<file path="config.mk">
export PLATFORM = sky130hd
export DESIGN_NAME = fetch_selector
export DESIGN_NICKNAME = d
export VERILOG_FILES = /design/src/rtl/fsel_pkg.sv /design/src/rtl/fsel_region.sv /design/src/rtl/fsel_rom.sv /design/src/rtl/fetch_selector.sv
export SDC_FILE = /design/constraint.sdc
export NUM_CORES = 1
export LEC_CHECK = 0
export BUFFER_PORTS_ARGS = -buffer_cell sky130_fd_sc_hd__buf_2
export CAP_MARGIN = 25
export CORE_MARGIN = 10
export CORE_UTILIZATION = 41
export CTS_CLUSTER_SIZE = 20
export DETAILED_ROUTE_END_ITERATION = 6
export GPL_TIMING_DRIVEN = 0
export HOLD_SLACK_MARGIN = 0.06
export PLACE_DENSITY = 0.74
export SETUP_SLACK_MARGIN = 0.05
export SLEW_MARGIN = 10
export SYNTH_ARGS = -nofsm -noshare
export SYNTH_HDL_FRONTEND = slang
export SYNTH_SLANG_ARGS = --single-unit
</file>
<file path="constraint.sdc">
create_clock -name clk -period 2.76 [get_ports clk]
set_clock_uncertainty 0.15 [all_clocks]
set_input_delay 0.552 -clock clk [delete_from_list [all_inputs] [get_ports clk]]
set_output_delay 0.552 -clock clk [all_outputs]
set_load 0.02 [all_outputs]
</file>
<file path="src/rtl/fsel_pkg.sv">
`timescale 1ns/1ps
package fsel_pkg;
    typedef enum logic {
        FS_IDLE = 1'b0,
        FS_WAIT = 1'b1
    } fs_state_e;

    localparam int unsigned FSEL_PC_W   = 16;
    localparam int unsigned FSEL_ROM_AW = 12;
    localparam int unsigned FSEL_DATA_W = 8;
endpackage

</file>
<file path="src/rtl/fsel_region.sv">
`timescale 1ns/1ps
module fsel_region #(
    parameter int unsigned PC_W   = 16,
    parameter int unsigned ROM_AW = 12
) (
    input  logic [PC_W-1:0] addr,
    input  logic            low_rom_en,
    output logic            internal
);
    generate
        if (ROM_AW >= PC_W) begin : g_full
            // ROM covers the whole space: only the strap decides
            assign internal = low_rom_en;
        end else begin : g_split
            assign internal = low_rom_en && (addr[PC_W-1:ROM_AW] == '0);
        end
    endgenerate
endmodule

</file>
<file path="src/rtl/fsel_rom.sv">
`timescale 1ns/1ps
module fsel_rom #(
    parameter int unsigned ROM_AW = 12,
    parameter int unsigned DATA_W = 8
) (
    input  logic [ROM_AW-1:0] addr,
    output logic [DATA_W-1:0] data
);
    always_comb begin
        case (addr)
            ROM_AW'(0): data = DATA_W'(8'h02);
            ROM_AW'(1): data = DATA_W'(8'h10);
            ROM_AW'(2): data = DATA_W'(8'h00);
            default:    data = DATA_W'(addr) ^ DATA_W'(addr >> 4) ^ DATA_W'(8'hC3);
        endcase
    end
endmodule

</file>
<file path="src/rtl/fetch_selector.sv">
`timescale 1ns/1ps
module fetch_selector
    import fsel_pkg::*;
#(
    parameter int unsigned PC_W   = FSEL_PC_W,
    parameter int unsigned ROM_AW = FSEL_ROM_AW,
    parameter int unsigned DATA_W = FSEL_DATA_W
) (
    input  logic              clk,
    input  logic              rst_n,
    input  logic              low_rom_en,
    input  logic              fetch_req,
    input  logic              load_en,
    input  logic [PC_W-1:0]   load_addr,
    output logic              ext_req,
    output logic [PC_W-1:0]   ext_addr,
    input  logic              ext_valid,
    input  logic [DATA_W-1:0] ext_data,
    output logic [PC_W-1:0]   pc,
    output logic              byte_valid,
    output logic [DATA_W-1:0] byte_data,
    output logic              byte_ext
);
    localparam logic [PC_W-1:0] PC_STEP = PC_W'(1);

    typedef struct packed {
        fs_state_e         st;
        logic [PC_W-1:0]   pc;
        logic              bv;
        logic [DATA_W-1:0] data;
        logic              ext;
    } fs_regs_t;

    fs_regs_t regs_d, regs_q;
    logic              is_int;
    logic [DATA_W-1:0] rom_byte;

    fsel_region #(.PC_W(PC_W), .ROM_AW(ROM_AW)) u_region (
        .addr       (regs_q.pc),
        .low_rom_en (low_rom_en),
        .internal   (is_int)
    );

    fsel_rom #(.ROM_AW(ROM_AW), .DATA_W(DATA_W)) u_rom (
        .addr (regs_q.pc[ROM_AW-1:0]),
        .data (rom_byte)
    );

    always_comb begin
        regs_d    = regs_q;
        regs_d.bv = 1'b0;
        case (regs_q.st)
            FS_IDLE: begin
                if (load_en) begin
                    regs_d.pc = load_addr;
                end else if (fetch_req) begin
                    if (is_int) begin
                        regs_d.bv   = 1'b1;
                        regs_d.data = rom_byte;
                        regs_d.ext  = 1'b0;
                        regs_d.pc   = regs_q.pc + PC_STEP;
                    end else begin
                        regs_d.st = FS_WAIT;
                    end
                end
            end
            FS_WAIT: begin
                if (ext_valid) begin
                    regs_d.bv   = 1'b1;
                    regs_d.data = ext_data;
                    regs_d.ext  = 1'b1;
                    regs_d.pc   = regs_q.pc + PC_STEP;
                    regs_d.st   = FS_IDLE;
                end
            end
            default: regs_d.st = FS_IDLE;
        endcase
    end

    always_ff @(posedge clk or negedge rst_n) begin
        if (!rst_n) regs_q <= '0;
        else        regs_q <= regs_d;
    end

    assign pc         = regs_q.pc;
    assign ext_addr   = regs_q.pc;
    assign ext_req    = (regs_q.st == FS_WAIT);
    assign byte_valid = regs_q.bv;
    assign byte_data  = regs_q.data;
    assign byte_ext   = regs_q.ext;

    // counter frozen while an external byte is outstanding
    a_r6_hold_pc: assert property (@(posedge clk) disable iff (!rst_n)
        (ext_req && !ext_valid) |=> $stable(pc));

    // request and delivery strobe are mutually exclusive
    a_r6_no_overlap: assert property (@(posedge clk) disable iff (!rst_n)
        $onehot0({ext_req, byte_valid}));

    // every delivered byte advances the counter by one
    a_r3_step_one: assert property (@(posedge clk) disable iff (!rst_n)
        byte_valid |-> (pc == PC_W'($past(pc) + PC_STEP)));

    // internal deliveries only from the low region with strap high
    a_r2_int_region: assert property (@(posedge clk) disable iff (!rst_n)
        (byte_valid && !byte_ext) |-> ($past(low_rom_en) && ($past(pc) >> ROM_AW) == '0));

    // an external request never targets the internal region with strap high
    a_r5_ext_start: assert property (@(posedge clk) disable iff (!rst_n)
        $rose(ext_req) |-> (!$past(low_rom_en) || (ext_addr >> ROM_AW) != '0));
endmodule

</file>
Word-level counts from Yosys, hierarchy flattened
Cells that the tools add are included.
{ "totals": {"reg_bits": 27, "input_bits": 30, "out_inout_bits": 43, "wordCells": 31} }
{ "op_classes": {"add_sub_neg": 1, "eq_ne": 8, "n_mux": 9, "bitwise_logic": 3, "n_reduce_logical": 5} }
{ "ops": {"columns": ["cell", "n"], "rows": [
  ["27-bit two-way mux", 2],
  ["27-bit one-hot mux with 2 select lines", 1],
  ["26-bit two-way mux", 1],
  ["8-bit one-hot mux with 3 select lines", 1],
  ["16-bit by 1-bit adder with 16-bit output (second input constant)", 1],
  ["16-bit two-way mux", 1],
  ["12-bit by 1-bit equality test with 1-bit output (second input constant)", 1],
  ["12-bit by 2-bit equality test with 1-bit output (second input constant)", 1],
  ["12-bit logical NOT", 1],
  ["10-bit two-way mux", 1],
  ["2-bit inequality test (second input constant)", 4],
  ["8-bit XOR", 1],
  ["3-bit inequality test (second input constant)", 2],
  ["4-bit logical NOT", 1],
  ["4-bit inverter", 1],
  ["4-bit AND reduction", 1],
  ["3-bit AND reduction", 1],
  ["1-bit two-way mux", 2],
  ["1-bit logical AND", 1],
  ["1-bit inverter", 1]
]} }

Depth between registers and ports, before layout
Gate-level depths: netlist of run 1.
{ "depth": {"depth_word": 7, "ltp_mapped": 6, "mapped_depth_nobuf": 5} }

Modules after synthesis
A second synthesis of run 1 with hierarchy kept.
{ "unflattened": {"cells_unflattened": 189, "area_unflattened_um2": 1773.0} }
{ "modules_own_cells": {"columns": ["module", "n_inst", "cells_each", "area_each_um2", "seq_area_each_um2"], "rows": [
  ["fetch_selector", 1, 166, 1606.5, 675.6],
  ["fsel_rom", 1, 21, 147.6, 0.0],
  ["fsel_region", 1, 2, 18.8, 0.0]
]} }

Worst setup path after synthesis of run 1
Ideal clock, no wire load.
{ "synth_timing": {"kind": "reg-to-reg", "start": "register regs_q[25], in the netlist ext_addr[15]", "end": "register regs_q[25], in the netlist ext_addr[15]", "t_arrival_ns": 1.976, "path_slack_ns": 0.547, "stages_incl_launch_ff": 6, "path_buffers": 1, "cell_sequence": "dfrtp_1 > or3_4 > o31a_1 > buf_6 > or4_1 > o211ai_1"} }
{ "synth_via": {"elab_chain_cells": 5, "word_cells_on_any_way": 10, "cone_classes": "add/sub (1); eq/ne (1); mux (5); reduce/logical (3)"} }
{ "synth_lines": {"columns": ["element", "line_no", "text"], "rows": [
  ["start, declared", "fetch_selector.sv:34", "fs_regs_t regs_d, regs_q;"],
  ["start signal, assigned", "fetch_selector.sv:82", "else regs_q <= regs_d;"],
  ["16-bit by 1-bit adder with 16-bit output", "fetch_selector.sv:61, fetch_selector.sv:72", null],
  ["26-bit two-way mux", "fetch_selector.sv:57", "if (is_int) begin"],
  ["27-bit two-way mux", "fetch_selector.sv:56", "end else if (fetch_req) begin"],
  ["16-bit two-way mux", "fetch_selector.sv:54", "if (load_en) begin"],
  ["27-bit one-hot mux with 2 select lines", "fetch_selector.sv:52", "case (regs_q.st)"]
]} }
Several ways; a longest one is shown, not always the timed one. The select of a mux whose other input is x is not followed.
A chain may end at the register's enable or synchronous reset.

Final worst setup path of run 1
{ "layout_timing": {"start": "register regs_q[15], in the netlist ext_addr[5]", "end": "register regs_q[4], in the netlist byte_data[3]"} }
{ "layout_via": {"elab_chain_cells": 6, "word_cells_on_any_way": 8, "cone_classes": "eq/ne (2); mux (5); reduce/logical (1)"} }
{ "layout_lines": {"columns": ["element", "line_no", "text"], "rows": [
  ["12-bit by 2-bit equality test with 1-bit output, or another cell as far along", "fsel_rom.sv:10", "case (addr)"],
  ["8-bit one-hot mux with 3 select lines *", "fsel_rom.sv:10", null],
  ["26-bit two-way mux *", "fetch_selector.sv:57", null],
  ["27-bit two-way mux *", "fetch_selector.sv:56", null],
  ["10-bit two-way mux *", "fetch_selector.sv:54", null],
  ["27-bit one-hot mux with 2 select lines *", "fetch_selector.sv:52", null]
]} }
Every way passes the cells marked *; elsewhere a longest branch is shown, timed or not. The select of a mux whose other input is x is not followed.

==> results of run 1 <==
## worst paths after layout
check / start / endpoint / slack, ns / cells after the start
worst max-delay path: ext_addr[5]$_DFFE_PN0P_ / byte_data[3]$_DFFE_PN0P_ / 0.49 / 5
worst min-delay path: rst_n / ext_addr[12]$_DFFE_PN0P_ / 0.13 / 1
worst max register to register: ext_addr[5]$_DFFE_PN0P_ / byte_data[3]$_DFFE_PN0P_ / 0.49 / 5
worst min register to register: byte_ext$_DFFE_PN0P_ / byte_ext$_DFFE_PN0P_ / 0.37 / 2
max in group asynchronous: rst_n / ext_addr[8]$_DFFE_PN0P_ / 1.91 / 1
min in group clk: load_addr[9] / ext_addr[9]$_DFFE_PN0P_ / 0.32 / 3
## where the power goes
group | switching, uW | internal (uW)
sequential | 121 | 499
combinational | 513 | 369
clock | 141 | 103
total | 775 | 971
## area by class of cell
| cell class | instances | area (um2) | share of cell area |
|---|---|---|---|
| Clock inverter | 1 | 7.51 | 0.00329 |
| Multi-Input combinational cell | 129 | 913 | 0.400 |
| Tap cell | 52 | 65.1 | 0.0285 |
| Buffer | 29 | 176 | 0.0772 |
| Clock buffer | 3 | 41.3 | 0.0181 |
| Inverter | 12 | 45.0 | 0.0197 |
| Sequential cell | 27 | 676 | 0.296 |
| Timing Repair Buffer | 72 | 360 | 0.158 |
## cell usage after synthesis (2+ instances only)
cell	count	area (um2)
sky130_fd_sc_hd__o21ai_0	10	50.1
sky130_fd_sc_hd__and4_1	2	17.5
sky130_fd_sc_hd__nand3_1	4	20.0
sky130_fd_sc_hd__or4_1	5	37.5
sky130_fd_sc_hd__a221o_1	7	70.1
sky130_fd_sc_hd__dfrtp_1	27	676
sky130_fd_sc_hd__nand4_1	5	31.3
sky130_fd_sc_hd__o31a_1	3	26.3
sky130_fd_sc_hd__and2_1	2	12.5
sky130_fd_sc_hd__nor3b_1	4	30.0
sky130_fd_sc_hd__inv_1	12	45.0
sky130_fd_sc_hd__a21o_1	7	52.6
sky130_fd_sc_hd__o22ai_1	2	12.5
sky130_fd_sc_hd__a22oi_1	4	30.0
sky130_fd_sc_hd__o211ai_1	3	22.5
sky130_fd_sc_hd__nand2b_1	2	12.5
sky130_fd_sc_hd__clkbuf_1	12	45.0
sky130_fd_sc_hd__nand2_1	10	37.5
sky130_fd_sc_hd__a22o_1	7	61.3
sky130_fd_sc_hd__nor3_1	3	15.0
sky130_fd_sc_hd__nor2_1	5	18.8
sky130_fd_sc_hd__xor2_1	5	43.8
sky130_fd_sc_hd__o41a_1	2	22.5
sky130_fd_sc_hd__ha_1	4	50.1
sky130_fd_sc_hd__or3_1	3	18.8
sky130_fd_sc_hd__xnor2_1	3	26.3
sky130_fd_sc_hd__a21oi_1	8	40.0
sky130_fd_sc_hd__buf_4	16	120
sky130_fd_sc_hd__and3_1	5	31.3
sky130_fd_sc_hd__or2_2	2	12.5
## flip-flops by register name (all words and copies together) (netlist names)
signal      cells
byte_data       8
byte_ext        1
byte_valid      1
ext_addr       16
ext_req         1
## cell families after synthesis
logic type / count (synthesis)
DFF: 27
AOI/OAI and AO/OA: 59
and+or+nand+nor: 57
muxes: 1
xor gates and xnor gates: 8
buffers and inverters: 41
adders and majority gates: 4
## per-stage QoR
stage	cell area, um2	utilization	cells	hold WS [ns]	worst slack, ns
finish	2280	0.528	325	0.130	0.490
global route	2280	0.528	325	0.175	0.265
CTS	2280	0.528	325	0.156	0.481
detailed placement	2240	0.517	321	0.352	0.323
global placement	2240	0.517	321	0.342	0.327
floorplan	1810	-	197	0.106	0.547
## critical path, delay by kind of cell, from the launching register on
| kind | cells | cell delay [ns] |
|---|---|---|
| compound gates | 2 | 0.46 |
| simple gates | 2 | 0.94 |
| buf+inv | 1 | 0.19 |
| flops | 1 | 0.41 |
## per-layer routing
layer  track usage  vias to the layer above  wire length (um)
li1              -                      863                 -
met1         0.184                      855              2320
met2         0.237                       78              2620
met3        0.0356                        6               465
met4        0.0574                        0                82
met5             0                        -                 0
==> results.yml, run 1 <==
power:
  p_leak_uw: 0.00116
  power.total_uw: 1750
  power.density_cell_area_mw_per_mm2: 764
  ir_worst_vdd_mv: 0.313
synth:
  synth_top_family_by_area: "compound AO/OA/AOI/OAI gates"
  gate_count_after_technology_mapping: 197
  synthFlopType: "sky130_fd_sc_hd__dfrtp_1"
  synth_fa_ha_area_frac: 0.0276
  share_of_synthesized_cell_area_in_and_or_nand_and_nor_gates: 0.188
  synth_seq_cells: 27
  async_flop_share: 1.00
  synth_area_mm2: 0.00181
  synth-edff-count: 0
  seq_area_frac_synth: 0.373
  synthDistinctLibCells: 43
  synth-compound-area-share: 0.245
  ys.warnings.count: 0
  synthesis.nets: 231
  post_synth.cell_area_avg_um2: 9.19
  synth-xor-area-share: 0.0387
  synth.area.mux_share: 0.00553
die:
  initial_core_util: 0.419
  floorplan.io_pins: 73
  chipHeight_um: 86.5
  placementRows: 24
  die_area_mm2: 0.00747
  core-area_mm2: 0.00432
  die_x_extent_um: 86.5
global_route:
  grt_overflow_total: 0
  grt_max_degree: 28
  antenna_violations_before_repair: 0
  grt_first_pass_wirelength_um: 9050
  via_count_of_the_first_global_routing_pass: 1833
  gr-usage-all-layers: 0.147
detailed_routing:
  detailroute.via_count: 1802
  antenna_violating_nets_post_route: 0
  post-route-drc-count: 0
  dr.pass1.iters: 4
  drt-total-wl_um: 5490
  avgViaCountPerCell: 5.54
  detail_route.iter0.violations: 121
  routedWlPerCell_um: 16.9
outcome:
  status: "complete, no violations"
place:
  place.gp.congestion: 0.888
  port_buffers: 72
  dp.final_hpwl_um: 4140
critical_path:
  crit_type: "reg2reg"
  arrival_time_worst_endpoint_ns: 2.31
  worstPathCellList: "clkbuf_1 -> or4_1 -> nor4_2 -> a21oi_1 -> a21o_1"
  worstSetupStartpointType: "flip-flop"
  cp_data_required_time_ns: 2.80
  worst_path_slowest_cell: "sky130_fd_sc_hd__or4_1"
  path_max_fanout: 7
  endpoint_kind: "flip-flop"
  slowest_delay_ns: 0.56
clocking:
  cts.sink_count: 27
  postCtsResizedCells: 0
  cts_buffer_depth: 2
  cts-buffers-inserted: 3
  clk-insertion-delay-late_ns: 0.29
  cts_htree_levels: 1
  path_clk_slew_ns: 0.11
  tritoncts: "done"
  cts.hold.buffers_added: 0
  clockRootBuffer: "sky130_fd_sc_hd__clkbuf_8"
  post-cts-setup-buffer-count: 0
sta:
  max_freq_mhz: 441
  rsz0062_at_grt: "false"
  final_worst_path_period_share: 0.822
  slew_at_the_pin_closest_to_its_max_slew_limit_ns: 0.675
  slew_violations: 0
  final_hold_viol_count: 0
  number_of_setup_violations_in_the_final_report: 0
  final.setup.tns_ns: 0
  max_slew_margin_vs_limit: 0.547
  min_period_ns: 2.27
run:
  drv_cap: 0
cells_and_area:
  num-nets-final: 308
  area_delta_synth_final_pct: 26.2
  layout.filler_cells: 439
  top_library_cells_by_usage_in_the_layout_fill_and_taps_aside: "sky130_fd_sc_hd__buf_2, sky130_fd_sc_hd__dfrtp_1, sky130_fd_sc_hd__buf_4"
  drive_gt1_frac: 0.359
  most_common_cell_after_layout_fill_and_taps_aside: "sky130_fd_sc_hd__buf_2"
  n_antenna_cell: 0
worst_hold_path:
  holdCritPathClass: "in2async"
Note: power is estimated with default switching activity, not from simulation.
==> inputs of run 2 (changes only) <==
--- a/config.mk
+++ b/config.mk
@@ -13,7 +13,7 @@
 export DETAILED_ROUTE_END_ITERATION = 6
 export GPL_TIMING_DRIVEN = 0
 export HOLD_SLACK_MARGIN = 0.06
-export PLACE_DENSITY = 0.74
+export PLACE_DENSITY = 0.76
 export SETUP_SLACK_MARGIN = 0.05
 export SLEW_MARGIN = 10
 export SYNTH_ARGS = -nofsm -noshare
==> constraint.sdc (replaced) <==
create_clock -name clk -period 1.9 [get_ports clk]
set_clock_uncertainty 0.15 [all_clocks]
set_input_delay 0.38 -clock clk [delete_from_list [all_inputs] [get_ports clk]]
set_output_delay 0.38 -clock clk [all_outputs]
set_load 0.02 [all_outputs]
==> run 2 against run 1 <==
Net effect:
- the run now ends with negative setup slack left
- count of clock-buffer cells in the layout grew 1
- global-route usage rose by 0.98 points
- wire length up 16%
- first-iteration DRC count increased by 18%
- die area unchanged
- setup slack got worse by 0.66 ns
- design area is 20% higher
- worst hold slack gained 0.042 ns
- via count is 10% higher
- utilization increased by 11 points
- fmax up 9.4%
- largest cell class unchanged
- highest routed layer unchanged
==> results.yml, run 2 (synthesis results as in run 1) <==
outcome:
  status: "complete, but fails checks"
  failed_checks: "negative setup slack"
sta:
  slew_violations: 0
  rsz0062_at_grt: "true"
  final_hold_viol_count: 0
  final_worst_path_period_share: 1.09
  max_freq_mhz: 482
  slew_at_the_pin_closest_to_its_max_slew_limit_ns: 0.630
  min_period_ns: 2.07
  max_slew_margin_vs_limit: 0.580
  worst_slack_ns: -0.174
  number_of_setup_violations_in_the_final_report: 21
global_route:
  gr-usage-all-layers: 0.157
  grt_overflow_total: 0
  grt_max_degree: 28
  antenna_violations_before_repair: 0
  grt_first_pass_wirelength_um: 9660
  via_count_of_the_first_global_routing_pass: 1949
detailed_routing:
  post-route-drc-count: 0
  dr.pass1.iters: 4
  antenna_violating_nets_post_route: 0
  avgViaCountPerCell: 5.52
  routedWlPerCell_um: 17.7
  drt-total-wl_um: 6370
  detail_route.iter0.violations: 143
  detailroute.via_count: 1983
critical_path:
  worst_r2r_startpoint: "ext_req$_DFF_PN0_"
  worst_path_slowest_cell: "sky130_fd_sc_hd__dfrtp_2"
  cp_data_required_time_ns: 1.94
  slowest_delay_ns: 0.42
  worstSetupStartpointType: "flip-flop"
  r2r.worst_path.cells: 5
  worstPathCellList: "or3b_4 -> o31a_1 -> buf_6 -> or4_4 -> o211ai_1"
  worst_r2r_endpoint: "ext_addr[15]$_DFFE_PN0P_"
  arrival_time_worst_endpoint_ns: 2.11
  endpoint_kind: "flip-flop"
  path_max_fanout: 6
  worst-r2r-setup-slack_ns: -0.17
  crit_type: "reg2reg"
cells_and_area:
  num-nets-final: 342
  area_delta_synth_final_pct: 52.0
  largest_register_ff_count: 16
  layout.filler_cells: 376
  top_library_cells_by_usage_in_the_layout_fill_and_taps_aside: "sky130_fd_sc_hd__buf_2, sky130_fd_sc_hd__buf_4, sky130_fd_sc_hd__dfrtp_1"
  final_core_utilization: 0.637
  multi_input_area_mm2: 0.00104
  layout.cell_area.non_filler_mm2: 0.00275
  n_antenna_cell: 0
  drive_gt1_frac: 0.573
  area.sequential_um2: 692
  most_common_cell_after_layout_fill_and_taps_aside: "sky130_fd_sc_hd__buf_2"
run:
  drv_cap: 0
place:
  place.gp.congestion: 0.864
  port_buffers: 72
  dp.final_hpwl_um: 4260
  dpl-instance-area_mm2: 0.00234
power:
  ir_worst_vdd_mv: 0.419
  power.density_cell_area_mw_per_mm2: 1060
  p_leak_uw: 0.00138
die:
  floorplan.io_pins: 73
  die_area_mm2: 0.00747
  placementRows: 24
  die_x_extent_um: 86.5
  initial_core_util: 0.419
  core-area_mm2: 0.00432
  chipHeight_um: 86.5
clocking:
  clockRootBuffer: "sky130_fd_sc_hd__clkbuf_8"
  clk-insertion-delay-late_ns: 0.27
  tritoncts: "done"
  path_clk_slew_ns: 0.09
  cts_htree_levels: 1
  cts.sink_count: 27
  cts_buffer_depth: 2
  cts-buffers-inserted: 3
worst_hold_path:
  holdCritPathClass: "in2reg"
  min_from: "load_addr[9]"
  hold_path_depth: 3
  hold-path-endpoint: "ext_addr[9]$_DFFE_PN0P_"
==> run 2: changes by cell type in the layout (fill, tap and decap cells not counted), sizes merged <==
cell,change
clkinvlp,-1
buf,+39
clkbuf,-5
dlygate4sd3,+1
==> run 2: timing repair <==
item | CTS | global route
endpoints found under the setup margin | 24 | 24
resized for setup | 16 | 25
hold buffers | 1 | 0
endpoints found under the hold margin | 27 | 0
pin swaps | 7 | 14
buffers inserted | 18 | 19
==> run 2: report_power, final <==
part / total, uW / internal (uW) / switching (uW) / leakage [uW]
registers: 897 / 737 / 160 / 0.000318
logic: 1670 / 775 / 899 / 0.00104
clock network: 335 / 150 / 184 / 0.0000228
==> run 2: worst max-delay path by stage <==
stage | startpoint | end | slack [ns]
3_3_place_gp | load_en | ext_addr[15]$_DFFE_PN0P_ | -0.28
4_1_cts | ext_addr[15]$_DFFE_PN0P_ | ext_addr[15]$_DFFE_PN0P_ | -0.19
6_report | ext_req$_DFF_PN0_ | ext_addr[15]$_DFFE_PN0P_ | -0.17
2_1_floorplan | ext_req$_DFF_PN0_ | ext_addr[15]$_DFFE_PN0P_ | -0.20
5_1_grt | ext_req$_DFF_PN0_ | ext_addr[15]$_DFFE_PN0P_ | -0.23
3_5_place_dp | load_en | ext_addr[15]$_DFFE_PN0P_ | -0.29
==> run 2: per-stage QoR <==
step | worst slack [ns] | cells | power [uW] | setup TNS, ns | hold slack, ns
4_1_cts | -0.187 | 342 | 2760 | -2.40 | 0.171
3_5_place_dp | -0.291 | 321 | 2290 | -4.11 | 0.284
5_1_grt | -0.235 | 359 | 3090 | -3.39 | 0.168
2_1_floorplan | -0.201 | 197 | 1840 | -2.22 | -0.0656
6_report | -0.174 | 359 | 2910 | -2.08 | 0.173
3_3_place_gp | -0.277 | 321 | 2260 | -3.79 | 0.277
==> run 2: final cells by class <==
| cell class | instances | share of cell area |
|---|---|---|
| buffer | 25 | 0.0714 |
| clock buffer | 4 | 0.0164 |
| inverter | 12 | 0.0164 |
| multi-input combinational | 129 | 0.377 |
| sequential | 27 | 0.251 |
| tap | 52 | 0.0236 |
| timing repair buffer | 110 | 0.244 |
==> run 2: metal layers <==
layer  global-route usage  share of wire  vias to the layer above  wire, um
met3               0.0375          0.080                        7       512
met1                0.179           0.38                      959      2450
met4               0.0574          0.015                        0        96
li1                     -              -                      935         -
met5                    0              0                        -         0
met2                0.276           0.52                       82      3310
==> run 2: worst max-delay path: cells and delay by family, from the launching register on <==
kind            cells  cell delay, ns
simple gates        2            0.77
compound gates      2            0.51
flops               1            0.42
buf+inv             1            0.14
